<file path="config.mk">
export PLATFORM = sky130hd
export DESIGN_NAME = uhc_fault_irq_ctrl
export DESIGN_NICKNAME = d
export VERILOG_FILES = /design/src/rtl/uhc_fault_pkg.sv /design/src/rtl/uhc_w1c_bank.sv /design/src/rtl/uhc_frame_wrap.sv /design/src/rtl/uhc_halt_seq.sv /design/src/rtl/uhc_fault_irq_ctrl.sv
export SDC_FILE = /design/constraint.sdc
export NUM_CORES = 1
export LEC_CHECK = 0
export CAP_MARGIN = 20
export CORE_MARGIN = 8
export CORE_UTILIZATION = 36
export DETAILED_ROUTE_END_ITERATION = 8
export PLACE_DENSITY_LB_ADDON = 0.05
export REMOVE_ABC_BUFFERS = 1
export SLEW_MARGIN = 20
export SYNTH_ARGS = -nofsm -noshare
export SYNTH_HDL_FRONTEND = slang
export SYNTH_SLANG_ARGS = --single-unit
export TNS_END_PERCENT = 5
</file>
<file path="constraint.sdc">
create_clock -name clk -period 2.7 [get_ports clk]
set_input_delay 0.54 -clock clk [delete_from_list [all_inputs] [get_ports clk]]
set_output_delay 0.54 -clock clk [all_outputs]
set_load 0.01 [all_outputs]
</file>
<file path="src/rtl/uhc_fault_pkg.sv">
`timescale 1ns/1ps
package uhc_fault_pkg;

  typedef enum logic [1:0] {
    RSP_OKAY   = 2'b00,
    RSP_MABORT = 2'b01,
    RSP_TABORT = 2'b10,
    RSP_RSVD   = 2'b11
  } rsp_code_e;

  typedef enum logic [1:0] {
    HS_STOPPED = 2'b00,
    HS_RUN     = 2'b01,
    HS_DRAIN   = 2'b10
  } halt_state_e;

  localparam int STS_XFER = 0;
  localparam int STS_ROLL = 1;
  localparam int STS_HSE  = 2;
  localparam int STS_W    = 3;

  localparam int CFG_RMA = 0;
  localparam int CFG_RTA = 1;
  localparam int CFG_SSE = 2;
  localparam int CFG_W   = 3;

  // abort classification of a read completion
  function automatic logic is_fatal(input logic valid, input logic [1:0] code);
    return valid && ((code == RSP_MABORT) || (code == RSP_TABORT));
  endfunction

  // next value of one sticky bit: set wins over clear
  function automatic logic w1c_bit(input logic cur, input logic set, input logic clr);
    return set | (cur & ~clr);
  endfunction

  // top index bit falling marks a wrap of the frame list
  function automatic logic wrap_seen(input logic prev_msb, input logic cur_msb);
    return prev_msb & ~cur_msb;
  endfunction

endpackage

</file>
<file path="src/rtl/uhc_w1c_bank.sv">
`timescale 1ns/1ps
module uhc_w1c_bank
  import uhc_fault_pkg::*;
#(
  parameter int N = 3
) (
  input  logic         clk,
  input  logic         rst_n,
  input  logic [N-1:0] set_i,
  input  logic         we_i,
  input  logic [N-1:0] wd_i,
  output logic [N-1:0] q_o
);

  logic [N-1:0] clr;
  assign clr = we_i ? wd_i : '0;

  for (genvar k = 0; k < N; k++) begin : g_bit
    logic bit_q;

    always_ff @(posedge clk or negedge rst_n) begin
      if (!rst_n) bit_q <= 1'b0;
      else        bit_q <= w1c_bit(bit_q, set_i[k], clr[k]);
    end

    assign q_o[k] = bit_q;

    assert_w1c_set_R9: assert property (@(posedge clk) disable iff (!rst_n)
      set_i[k] |=> q_o[k]);

    assert_w1c_clear_R9: assert property (@(posedge clk) disable iff (!rst_n)
      (we_i && wd_i[k] && !set_i[k]) |=> !q_o[k]);

    assert_w1c_keep_R9: assert property (@(posedge clk) disable iff (!rst_n)
      (q_o[k] && !(we_i && wd_i[k])) |=> q_o[k]);
  end

endmodule

</file>
<file path="src/rtl/uhc_frame_wrap.sv">
`timescale 1ns/1ps
module uhc_frame_wrap
  import uhc_fault_pkg::*;
#(
  parameter  int LIST_ENTRIES = 1024,
  localparam int IDX_W        = $clog2(LIST_ENTRIES)
) (
  input  logic             clk,
  input  logic             rst_n,
  input  logic [IDX_W-1:0] frame_idx_i,
  output logic             wrap_o
);

  logic msb_q;

  always_ff @(posedge clk or negedge rst_n) begin
    if (!rst_n) msb_q <= 1'b0;
    else        msb_q <= frame_idx_i[IDX_W-1];
  end

  assign wrap_o = wrap_seen(msb_q, frame_idx_i[IDX_W-1]);

  assert_wrap_edge_R8: assert property (@(posedge clk) disable iff (!rst_n)
    wrap_o |-> ($past(frame_idx_i[IDX_W-1]) && !frame_idx_i[IDX_W-1]));

endmodule

</file>
<file path="src/rtl/uhc_halt_seq.sv">
`timescale 1ns/1ps
module uhc_halt_seq
  import uhc_fault_pkg::*;
(
  input  logic clk,
  input  logic rst_n,
  input  logic run_stop_i,
  input  logic fatal_i,
  input  logic usb_busy_i,
  input  logic xact_done_i,
  output logic halted_o,
  output logic halt_req_o,
  output logic xact_ack_o
);

  halt_state_e state_q, state_d;
  logic        rearm_q, rearm_d;
  logic        drain_exit;

  // the extra transaction ends, or none is in flight
  assign drain_exit = xact_done_i || !usb_busy_i;

  always_comb begin
    state_d = state_q;
    rearm_d = rearm_q;
    unique case (state_q)
      HS_STOPPED: begin
        if (fatal_i)               rearm_d = 1'b1;
        else if (!run_stop_i)      rearm_d = 1'b0;
        else if (!rearm_q)         state_d = HS_RUN;
      end
      HS_RUN: begin
        if (fatal_i) begin
          if (drain_exit) begin
            state_d = HS_STOPPED;
            rearm_d = 1'b1;
          end else begin
            state_d = HS_DRAIN;
          end
        end else if (!run_stop_i) begin
          state_d = HS_STOPPED;
        end
      end
      HS_DRAIN: begin
        if (drain_exit) begin
          state_d = HS_STOPPED;
          rearm_d = 1'b1;
        end
      end
      default: state_d = HS_STOPPED;
    endcase
  end

  always_ff @(posedge clk or negedge rst_n) begin
    if (!rst_n) begin
      state_q <= HS_STOPPED;
      rearm_q <= 1'b0;
    end else begin
      state_q <= state_d;
      rearm_q <= rearm_d;
    end
  end

  assign halted_o   = (state_q == HS_STOPPED);
  assign halt_req_o = (state_q != HS_RUN);
  assign xact_ack_o = xact_done_i && (state_q != HS_STOPPED);

  assert_drain_end_R4: assert property (@(posedge clk) disable iff (!rst_n)
    (state_q == HS_DRAIN && drain_exit) |=> halted_o);

  assert_drain_enter_R4: assert property (@(posedge clk) disable iff (!rst_n)
    (state_q == HS_RUN && fatal_i && usb_busy_i && !xact_done_i) |=> (halt_req_o && !halted_o));

  assert_coincident_R5: assert property (@(posedge clk) disable iff (!rst_n)
    (state_q == HS_RUN && fatal_i && xact_done_i) |=> halted_o);

  assert_rearm_hold_R6: assert property (@(posedge clk) disable iff (!rst_n)
    (halted_o && rearm_q) |=> halted_o);

endmodule

</file>
<file path="src/rtl/uhc_fault_irq_ctrl.sv">
`timescale 1ns/1ps
module uhc_fault_irq_ctrl
  import uhc_fault_pkg::*;
#(
  parameter  int LIST_ENTRIES = 1024,
  localparam int IDX_W        = $clog2(LIST_ENTRIES)
) (
  input  logic             clk,
  input  logic             rst_n,
  input  logic             run_stop,
  input  logic [2:0]       irq_en,
  input  logic             serr_en,
  input  logic             rd_rsp_valid,
  input  logic [1:0]       rd_rsp_code,
  input  logic             usb_busy,
  input  logic             xact_done,
  input  logic             post_valid,
  input  logic             post_last,
  input  logic [IDX_W-1:0] frame_idx,
  input  logic             sts_we,
  input  logic [2:0]       sts_wdata,
  input  logic             cfg_we,
  input  logic [2:0]       cfg_wdata,
  output logic [2:0]       sts_o,
  output logic             sts_dbe,
  output logic             sts_halted,
  output logic [2:0]       cfg_o,
  output logic             irq,
  output logic             dma_halt_req,
  output logic             xact_ack
);

  // named internal events
  logic             fatal_ev;
  logic             mabort_ev;
  logic             tabort_ev;
  logic             post_ev;
  logic             wrap_ev;
  logic [STS_W-1:0] sts_set;
  logic [CFG_W-1:0] cfg_set;

  assign fatal_ev  = is_fatal(rd_rsp_valid, rd_rsp_code);
  assign mabort_ev = rd_rsp_valid && (rd_rsp_code == RSP_MABORT);
  assign tabort_ev = rd_rsp_valid && (rd_rsp_code == RSP_TABORT);
  assign post_ev   = post_valid && post_last && !sts_halted;

  uhc_halt_seq u_seq (
    .clk         (clk),
    .rst_n       (rst_n),
    .run_stop_i  (run_stop),
    .fatal_i     (fatal_ev),
    .usb_busy_i  (usb_busy),
    .xact_done_i (xact_done),
    .halted_o    (sts_halted),
    .halt_req_o  (dma_halt_req),
    .xact_ack_o  (xact_ack)
  );

  uhc_frame_wrap #(.LIST_ENTRIES(LIST_ENTRIES)) u_wrap (
    .clk         (clk),
    .rst_n       (rst_n),
    .frame_idx_i (frame_idx),
    .wrap_o      (wrap_ev)
  );

  always_comb begin
    sts_set           = '0;
    sts_set[STS_XFER] = post_ev;
    sts_set[STS_ROLL] = wrap_ev;
    sts_set[STS_HSE]  = fatal_ev;
    cfg_set           = '0;
    cfg_set[CFG_RMA]  = mabort_ev;
    cfg_set[CFG_RTA]  = tabort_ev;
    cfg_set[CFG_SSE]  = fatal_ev && serr_en;
  end

  uhc_w1c_bank #(.N(STS_W)) u_sts (
    .clk   (clk),
    .rst_n (rst_n),
    .set_i (sts_set),
    .we_i  (sts_we),
    .wd_i  (sts_wdata),
    .q_o   (sts_o)
  );

  uhc_w1c_bank #(.N(CFG_W)) u_cfg (
    .clk   (clk),
    .rst_n (rst_n),
    .set_i (cfg_set),
    .we_i  (cfg_we),
    .wd_i  (cfg_wdata),
    .q_o   (cfg_o)
  );

  assign irq     = |(sts_o & irq_en);
  assign sts_dbe = 1'b0;

  assert_fatal_hse_R1: assert property (@(posedge clk) disable iff (!rst_n)
    is_fatal(rd_rsp_valid, rd_rsp_code) |=> sts_o[STS_HSE]);

  assert_mabort_cfg_R2: assert property (@(posedge clk) disable iff (!rst_n)
    (rd_rsp_valid && rd_rsp_code == 2'b01) |=> cfg_o[CFG_RMA]);

  assert_tabort_cfg_R2: assert property (@(posedge clk) disable iff (!rst_n)
    (rd_rsp_valid && rd_rsp_code == 2'b10) |=> cfg_o[CFG_RTA]);

  assert_sse_gate_R3: assert property (@(posedge clk) disable iff (!rst_n)
    $rose(cfg_o[CFG_SSE]) |-> $past(serr_en));

  assert_post_sets_R7: assert property (@(posedge clk) disable iff (!rst_n)
    (post_valid && post_last && !sts_halted) |=> sts_o[STS_XFER]);

  assert_wrap_sets_R8: assert property (@(posedge clk) disable iff (!rst_n)
    wrap_ev |=> sts_o[STS_ROLL]);

  assert_halted_no_ack_R6: assert property (@(posedge clk) disable iff (!rst_n)
    (sts_halted && $past(sts_halted) && xact_done) |-> !xact_ack);

endmodule

</file>
==> key figures, run 1 <==
Status
  • Result of the run: finished clean

Synthesis
  • Number of library cell types mapped by synthesis: 22
  • Main synth FF type: sky130_fd_sc_hd__dfrtp_1
  • FFs w/ async S/R, synth: 100.0%
  • Post-synthesis instance total: 65
  • Sequential area share after synthesis: 40.90%
  • Register bit total from synthesis: 10
  • Area of the mapped netlist: 611.8 um2
  • Yosys synthesis warning count: 0
  • Avg Inst Size Synth: roughly 9.4 um2
  • Number of enable flip-flop cells after synthesis: 0

Critical path
  • Critical-path cell list: clkdlybuf4s50_1, a222oi_1, inv_1, clkdlybuf4s50_1
  • Data arrival time of the critical path: between 1.5 and 2 ns
  • Crit. End Element: primary output
  • CP delay by family, top: buffers and inverters
  • Critical setup path kind: input pin to primary output
  • Worst path max stage delay: roughly 0.48 ns
  • Startpoint of the worst register-to-register path: u_seq.state_q[0]$_DFFE_PN0P_
  • Cell seen most often among critical-path stages: sky130_fd_sc_hd__clkdlybuf4s50_1
  • CP Launch Point: irq_en[0]
  • Endpoint required time on the critical path: around 2.2 ns
  • Buffers plus inverters on the worst setup path: 3
  • Critical Path Slowest Stage Cell: sky130_fd_sc_hd__clkdlybuf4s50_1
  • Startpoint Class: input pin
  • Largest driver fanout on the critical path: 1

Timing
  • Max-slew violation count: 0
  • Final number of hold-violating endpoints: 0
  • Worst Setup Slack, final: about 0.37 ns
  • Max Fclk: around 430 MHz
  • Number of failing setup endpoints in the final timing report: 0
  • RSZ-0062 raised after global routing: no
  • Final clock period utilization by the worst path: 86.38%
  • Worst hold-check slack: approximately 0.50 ns
  • Clock skew: about 0.0024 ns
  • Final-layout setup total negative slack: 0 ns
  • Clock period minus worst slack: roughly 2.3 ns

Global route
  • First-pass GRT wire length: approximately 2400 um
  • Initial antenna violation count: 0
  • Largest net degree at the start of global routing: 11
  • Via count of the first global-routing pass: roughly 540
  • GRT Residual Overflow: 0
  • Overall track demand over capacity in global routing: a little under a tenth

Layout
  • Number of non-filler instances in the completed layout: 110
  • Layout Area Growth over Synthesis: 50.92%
  • Most common cell after layout, fill and taps aside: sky130_fd_sc_hd__clkdlybuf4s50_1
  • Most frequent cells in the layout: sky130_fd_sc_hd__clkdlybuf4s50_1 (32), sky130_fd_sc_hd__nand2_1 (11), sky130_fd_sc_hd__dfrtp_1 (10), sky130_fd_sc_hd__inv_1 (7), sky130_fd_sc_hd__ha_1 (6)
  • Final instance area: around 920 um2
  • Layout cell share with drive strength beyond 1: 9.677%
  • FILL cells: ~160
  • Flip-flop and latch area: ~250 um2
  • Multi-input gate area in the final layout: ~280 um2
  • Post-layout net count: 133
  • Final cell utilization of the core: about 55%
  • Number of antenna cells inserted: 0

Routing
  • Number of vias per cell: 4.873
  • Sum of routed wire length over all layers: between 1000 and 1500 um
  • Total number of vias: about 540
  • Wire per inst: roughly 13 um
  • Number of DRC markers in iteration 0: 8
  • Residual DRC: 0
  • Pre-Repair DR Iteration Count: 4
  • Remaining antenna violation count: 0

Hold path
  • Worst min-delay path startpoint: u_cfg.g_bit[0].bit_q$_DFF_PN0_
  • Class of the tightest hold or removal check: register to register

Placement
  • Post-detail-place hpwl: 1193 um
  • Buffers added on ports: 32
  • Placed insts: 107
  • Worst slack at placement: roughly 0.36 ns
  • Final weighted congestion in routability-driven placement: approximately 0.75
  • Total cell area at the placement stage: ~900 um2

Clocking
  • Post-CTS Hold Buffers: 0
  • Number of clock sinks seen by CTS: 10
  • Clock-pin slew of the registers on the worst-case setup and hold paths: 0.06 ns
  • Clk Latency, worst-skew pair: about 0.26 ns
  • TritonCTS clock tree: built
  • Number of buffers between clock root and the deepest sink: 2
  • Clock H-tree levels: 1
  • Cell at the root of the clock tree: sky130_fd_sc_hd__clkbuf_4
  • CTS Buf Count: 3
  • Count of instances resized after the clock tree is built: 0
  • Count of buffers added by post-CTS timing repair for setup: 0

Pwr
  • Total power: about 0.6 mW
  • Power per cell area: around 660 mW/mm2
  • Worst ir drop on vdd: just under 0.3 mV
  • Leak Pwr: 0.4344 nW

Floorplan
  • Die H: between 50 and 60 um
  • Die extent in x: around 57 um
  • DIE AREA: approximately 0.0033 mm2
  • Core area: approximately 0.0017 mm2
  • Io pins: 43
  • Starting density of the core: between 30% and 40%
  • Number of rows created at floorplan: 15

Flow run
  • Maximum Capacitance Violations: 0
synthesized netlist by cell type (2+ instances only):
| master | count | area share [%] |
|---|---|---|
| sky130_fd_sc_hd__a22o_2 | 2 | 3.3 |
| sky130_fd_sc_hd__nor2b_1 | 2 | 2.0 |
| sky130_fd_sc_hd__nand2_1 | 11 | 6.7 |
| sky130_fd_sc_hd__a21oi_1 | 3 | 2.5 |
| sky130_fd_sc_hd__nor2_1 | 3 | 1.8 |
| sky130_fd_sc_hd__buf_4 | 7 | 8.6 |
| sky130_fd_sc_hd__dfrtp_1 | 10 | 41 |
| sky130_fd_sc_hd__inv_1 | 7 | 4.3 |
| sky130_fd_sc_hd__o21ai_0 | 2 | 1.6 |
| sky130_fd_sc_hd__ha_1 | 6 | 12 |
report_power, final:
part	total, mW	internal (mW)	switching [mW]
combinational	0.299	0.172	0.127
clock	0.0997	0.0514	0.0483
sequential	0.211	0.184	0.0264
total	0.610	0.408	0.202
state kept, by name, indices dropped and copies added, names as in the netlist:
name,cells
u_seq.rearm_q,1
u_wrap.msb_q,1
u_cfg.g_bit.bit_q,3
u_sts.g_bit.bit_q,3
u_seq.state_q,2
worst register-to-register path: cells and delay by family, from the launching register on:
kind	cells	cell delay [ns]
flip-flops	1	0.41
adder cells (fa/ha/maj)	1	0.27
AO/OA/AOI/OAI	2	0.43
multiplexers	1	0.20
area by class of cell:
cell class,instances,area share [%]
multi-input combinational,41,30.62
sequential,10,27.10
inverter,7,2.846
clock buffer,3,2.439
timing repair buffer,32,34.69
tap,17,2.304
routing by layer:
layer	vias to the layer above	wire (um)	track usage [%]
met5	-	0	0
met4	0	8	3.214
met3	2	146	5.381
met2	21	605	14.17
met1	244	675	10.94
li1	269	-	-
final timing paths:
check / endpoint / slack [ns] / depth (start not counted)
worst min register to register: u_cfg.g_bit[0].bit_q$_DFF_PN0_ / 0.50 / 1
worst max-delay path: irq / 0.37 / 4
worst max register to register: u_seq.state_q[1]$_DFFE_PN0P_ / 1.32 / 4
min in group asynchronous: u_sts.g_bit[0].bit_q$_DFF_PN0_ / 0.60 / 1
max in group asynchronous: u_cfg.g_bit[0].bit_q$_DFF_PN0_ / 1.78 / 1
worst min-delay path: u_cfg.g_bit[0].bit_q$_DFF_PN0_ / 0.50 / 1
kinds of logic after synthesis:
family / after synthesis / synth area share [%]
adder cells (fa/ha/maj): 6 / 12.27
AND/OR/NAND/NOR: 20 / 15.13
multiplexers: 1 / 1.636
buffers and inverters: 14 / 12.88
other: 1 / 0.6129
AO/OA/AOI/OAI: 13 / 16.56
flip-flops: 10 / 40.90
Power figures use the tool's default switching activity.
==> run 2: changes to the inputs <==
- CORE_UTILIZATION: 36 -> 37
- SYNTH_HIERARCHICAL: unset -> 1
- TNS_END_PERCENT: 5 -> unset
==> run 2 against run 1 <==
Clock power fell by 2.8%. Die area rose by 1.5%. Largest cell class unchanged. Setup slack improved by 0.012 ns. Sequential power fell by 2%. Clock skew rose by 0.0029 ns. Global-route usage fell by 0.60 points. Via count fell by 0.93%. Register-to-register slack got worse by 0.29 ns. Critical endpoint unchanged. Area after synthesis rose by 4.9%. Final area rose by 3.3%. Count of clock-buffer cells in the layout did not move.
==> key figures, run 2 <==
Status
  • Result of the run: finished clean (unchanged)

Hold path
  • Capture endpoint of the worst hold path: u_cfg/g_bit[1].bit_q$_DFF_PN0_ (was u_cfg.g_bit[0].bit_q$_DFF_PN0_)
  • Worst min-delay path startpoint: u_cfg/g_bit[1].bit_q$_DFF_PN0_ (was u_cfg.g_bit[0].bit_q$_DFF_PN0_)
  • Class of the tightest hold or removal check: register to register (unchanged)
  • Cell depth of the worst min-delay path: 1 (unchanged)

Synthesis
  • Register bit total from synthesis: 10 (unchanged)
  • Yosys synthesis warning count: 6 (was 0)
  • FFs w/ async S/R, synth: 100.0% (unchanged)
  • Dominant cell by count in the synthesized netlist: sky130_fd_sc_hd__dfrtp_1 (was sky130_fd_sc_hd__nand2_1)
  • Largest cells by area after synthesis: sky130_fd_sc_hd__dfrtp_1 (39%), sky130_fd_sc_hd__ha_1 (12%), sky130_fd_sc_hd__buf_4 (8.2%) (was sky130_fd_sc_hd__dfrtp_1 (41%), sky130_fd_sc_hd__ha_1 (12%), sky130_fd_sc_hd__buf_4 (8.6%))
  • Portion of synthesized cell area occupied by the leading cell type: 38.99% (was 40.90%)
  • Area of the mapped netlist: 641.9 um2 (was 611.8 um2)
  • Sequential area share after synthesis: 38.99% (was 40.90%)
  • List of most frequent post-synthesis cells: sky130_fd_sc_hd__dfrtp_1 (10), sky130_fd_sc_hd__buf_4 (7), sky130_fd_sc_hd__inv_1 (7), sky130_fd_sc_hd__nand2_1 (7) (was sky130_fd_sc_hd__nand2_1 (11), sky130_fd_sc_hd__dfrtp_1 (10), sky130_fd_sc_hd__buf_4 (7), sky130_fd_sc_hd__inv_1 (7), sky130_fd_sc_hd__ha_1 (6))
  • Post-synthesis instance total: 65 (unchanged)
  • Avg Inst Size Synth: 9.875 um2 (was 9.413 um2)
  • Library cell with the largest summed area after synthesis: sky130_fd_sc_hd__dfrtp_1 (unchanged)
  • Number of enable flip-flop cells after synthesis: 0 (unchanged)
  • Main synth FF type: sky130_fd_sc_hd__dfrtp_1 (unchanged)
  • Number of library cell types mapped by synthesis: 23 (was 22)

Critical path
  • Flop2flop setup slack: 1.03 ns (was 1.32 ns)
  • Largest driver fanout on the critical path: 1 (unchanged)
  • Crit. End Element: primary output (unchanged)
  • Cell seen most often among critical-path stages: sky130_fd_sc_hd__clkdlybuf4s50_1 (unchanged)
  • Worst Reg-to-Reg Cells: 6 (was 4)
  • Worst path max stage delay: 0.48 ns (about the same)
  • Startpoint Class: input pin (unchanged)
  • Startpoint of the worst register-to-register path: u_seq/state_q[1]$_DFFE_PN0P_ (was u_seq.state_q[0]$_DFFE_PN0P_)
  • Data arrival time of the critical path: 1.78 ns (was 1.79 ns)
  • Endpoint required time on the critical path: 2.16 ns (about the same)
  • Critical Path Slowest Stage Cell: sky130_fd_sc_hd__clkdlybuf4s50_1 (unchanged)
  • Reg-to-reg endpoint: u_seq/state_q[0]$_DFFE_PN0P_ (was u_seq.state_q[1]$_DFFE_PN0P_)
  • Critical setup path kind: input pin to primary output (unchanged)
  • Critical-path cell list: clkdlybuf4s50_1, a222oi_1, inv_1, clkdlybuf4s50_1 (unchanged)

Routing
  • Wire per inst: 12.75 um (was 13.05 um)
  • Total number of vias: 531 (was 536)
  • Number of DRC markers in iteration 0: 9 (was 8)
  • Residual DRC: 0 (unchanged)
  • Number of vias per cell: 4.827 (was 4.873)
  • Sum of routed wire length over all layers: 1403 um (was 1435 um)
  • Remaining antenna violation count: 0 (unchanged)
  • Pre-Repair DR Iteration Count: 4 (unchanged)

Timing
  • Number of failing setup endpoints in the final timing report: 0 (unchanged)
  • Final-layout setup total negative slack: 0 ns (unchanged)
  • Clock skew: 0.005255 ns (was 0.002366 ns)
  • Max Fclk: 431.0 MHz (was 428.8 MHz)
  • Clock period minus worst slack: 2.320 ns (was 2.332 ns)
  • Max-slew violation count: 0 (unchanged)
  • Final clock period utilization by the worst path: 85.94% (was 86.38%)
  • Final number of hold-violating endpoints: 0 (unchanged)
  • RSZ-0062 raised after global routing: no (unchanged)

Clocking
  • Count of buffers added by post-CTS timing repair for setup: 0 (unchanged)
  • TritonCTS clock tree: built (unchanged)
  • Clock-pin slew of the registers on the worst-case setup and hold paths: 0.06 ns (about the same)
  • Clock H-tree levels: 1 (unchanged)
  • Clk Latency, worst-skew pair: 0.26 ns (about the same)
  • Number of clock sinks seen by CTS: 10 (unchanged)
  • Number of buffers between clock root and the deepest sink: 2 (unchanged)
  • CTS Buf Count: 3 (unchanged)
  • Post-CTS Hold Buffers: 0 (unchanged)
  • Count of instances resized after the clock tree is built: 0 (unchanged)
  • Cell at the root of the clock tree: sky130_fd_sc_hd__clkbuf_4 (unchanged)

Floorplan
  • DIE AREA: 0.003324 mm2 (was 0.003275 mm2)
  • Die extent in x: 57.65 um (was 57.23 um)
  • Io pins: 43 (unchanged)
  • Die H: 57.65 um (was 57.23 um)
  • Core area: 0.001670 mm2 (unchanged)
  • Number of rows created at floorplan: 15 (unchanged)
  • Starting density of the core: 38.43% (was 36.63%)

Flow run
  • Maximum Capacitance Violations: 0 (unchanged)

Layout
  • Largest regs: u_cfg/g_bit.bit_q (3), u_sts/g_bit.bit_q (3), u_seq/state_q (2) (was u_cfg.g_bit.bit_q (3), u_sts.g_bit.bit_q (3), u_seq.state_q (2))
  • Number of antenna cells inserted: 0 (unchanged)
  • Post-layout net count: 133 (unchanged)
  • Most frequent cells in the layout: sky130_fd_sc_hd__clkdlybuf4s50_1 (32), sky130_fd_sc_hd__dfrtp_1 (10), sky130_fd_sc_hd__inv_1 (7), sky130_fd_sc_hd__nand2_1 (7) (was sky130_fd_sc_hd__clkdlybuf4s50_1 (32), sky130_fd_sc_hd__nand2_1 (11), sky130_fd_sc_hd__dfrtp_1 (10), sky130_fd_sc_hd__inv_1 (7), sky130_fd_sc_hd__ha_1 (6))
  • Layout Area Growth over Synthesis: 48.54% (was 50.92%)
  • Layout cell share with drive strength beyond 1: 5.376% (was 9.677%)
  • FILL cells: 149 (was 161)
  • Most common cell after layout, fill and taps aside: sky130_fd_sc_hd__clkdlybuf4s50_1 (unchanged)

Pwr
  • Power dissipated by switching net loads: 0.2151 mW (was 0.2018 mW)
  • Worst ir drop on vdd: 0.3026 mV (was 0.2975 mV)
  • Sequential fraction of design power: 31.6% (was 34.5%)
  • Clock Power Share: 14.8% (was 16.3%)
  • Internal portion of total power: 0.4380 mW (was 0.4079 mW)
  • Comb power frac: 53.6% (was 49.1%)
  • Power per cell area: 685.1 mW/mm2 (was 660.3 mW/mm2)
  • Leak Pwr: 0.4626 nW (was 0.4344 nW)
  • Total power: 0.6532 mW (was 0.6097 mW)
  • Switching Share: 32.94% (was 33.10%)

Placement
  • Post-detail-place hpwl: 1197 um (was 1193 um)
  • Final weighted congestion in routability-driven placement: 0.8652 (was 0.7471)
  • Buffers added on ports: 32 (unchanged)

Global route
  • Largest net degree at the start of global routing: 11 (unchanged)
  • Initial antenna violation count: 0 (unchanged)
  • Via count of the first global-routing pass: 527 (was 542)
  • Overall track demand over capacity in global routing: 8.838% (was 9.438%)
  • First-pass GRT wire length: 2318 um (was 2435 um)
  • GRT Residual Overflow: 0 (unchanged)
[run 2: changes by cell type after synthesis, sizes merged, moves of 2 or more]
cell	delta
and2	+3
nand2	-4
a21o	+5
a22o	-3
nor2	-2
a21oi	-2
[run 2: metrics by stage]
stage	instances	util (%)	area (um2)	setup WS, ns	hold slack [ns]
after global routing	110	57.08	953.4	0.2591	0.4981
final	110	57.08	953.4	0.3796	0.4774
after CTS	110	57.08	953.4	0.3711	0.4793
after floorplan	58	-	589.3	0.7564	0.2444
after global placement	107	55.73	930.9	0.1734	0.4585
after detailed placement	107	55.73	930.9	0.1544	0.4643
[run 2: critical path: cells and delay by family]
family,cells,cell delay [ns]
buf+inv,3,0.94
compound gates,1,0.30
[run 2: final cells by class]
class                      instances  area (um2)  area share, %
sequential                        10       250.2          26.25
clock buffer                       3       22.52          2.362
timing repair buffer              32       320.3          33.60
inverter                           7       26.28          2.756
tap                               17       21.27          2.231
multi-input combinational         41       312.8          32.81
[run 2: logic make-up after synthesis]
| logic type | count (synthesis) | synth area share (%) |
|---|---|---|
| and+or+nand+nor | 17 | 14.42 |
| AOI/OAI and AO/OA | 14 | 16.57 |
| buffers and inverters | 14 | 12.28 |
| DFF | 10 | 38.99 |
| adders and majority gates | 6 | 11.70 |
| muxes | 3 | 5.458 |
| other | 1 | 0.5842 |
[run 2: worst max-delay path by stage]
| stage | start | end | slack [ns] | cells past startpoint |
|---|---|---|---|---|
| detailed placement | rd_rsp_code[0] | u_seq/state_q[0]$_DFFE_PN0P_ | 0.15 | 8 |
| finish | irq_en[0] | irq | 0.38 | 4 |
| floorplan | rd_rsp_code[0] | u_seq/state_q[0]$_DFFE_PN0P_ | 0.76 | 7 |
| global route | irq_en[0] | irq | 0.26 | 4 |
| CTS | irq_en[0] | irq | 0.37 | 4 |
| global placement | rd_rsp_code[0] | u_seq/state_q[0]$_DFFE_PN0P_ | 0.17 | 8 |
[run 2: power by group through the flow]
stage	logic [mW]	clock network [mW]	registers (mW)
5_1_grt	0.384	0.108	0.211
3_3_place_gp	0.349	0	0.208
4_1_cts	0.353	0.104	0.207
6_report	0.350	0.0969	0.206
2_1_floorplan	0.195	0	0.212
3_5_place_dp	0.352	0	0.210
[run 2: routing by layer]
| metal | GRT usage [%] | vias to the layer above | share of wire, % |
|---|---|---|---|
| met3 | 5.077 | 2 | 8.8 |
| li1 | - | 270 | - |
| met2 | 13.34 | 21 | 43 |
| met5 | 0 | - | 0 |
| met4 | 3.147 | 0 | 0.71 |
| met1 | 10.17 | 238 | 47 |
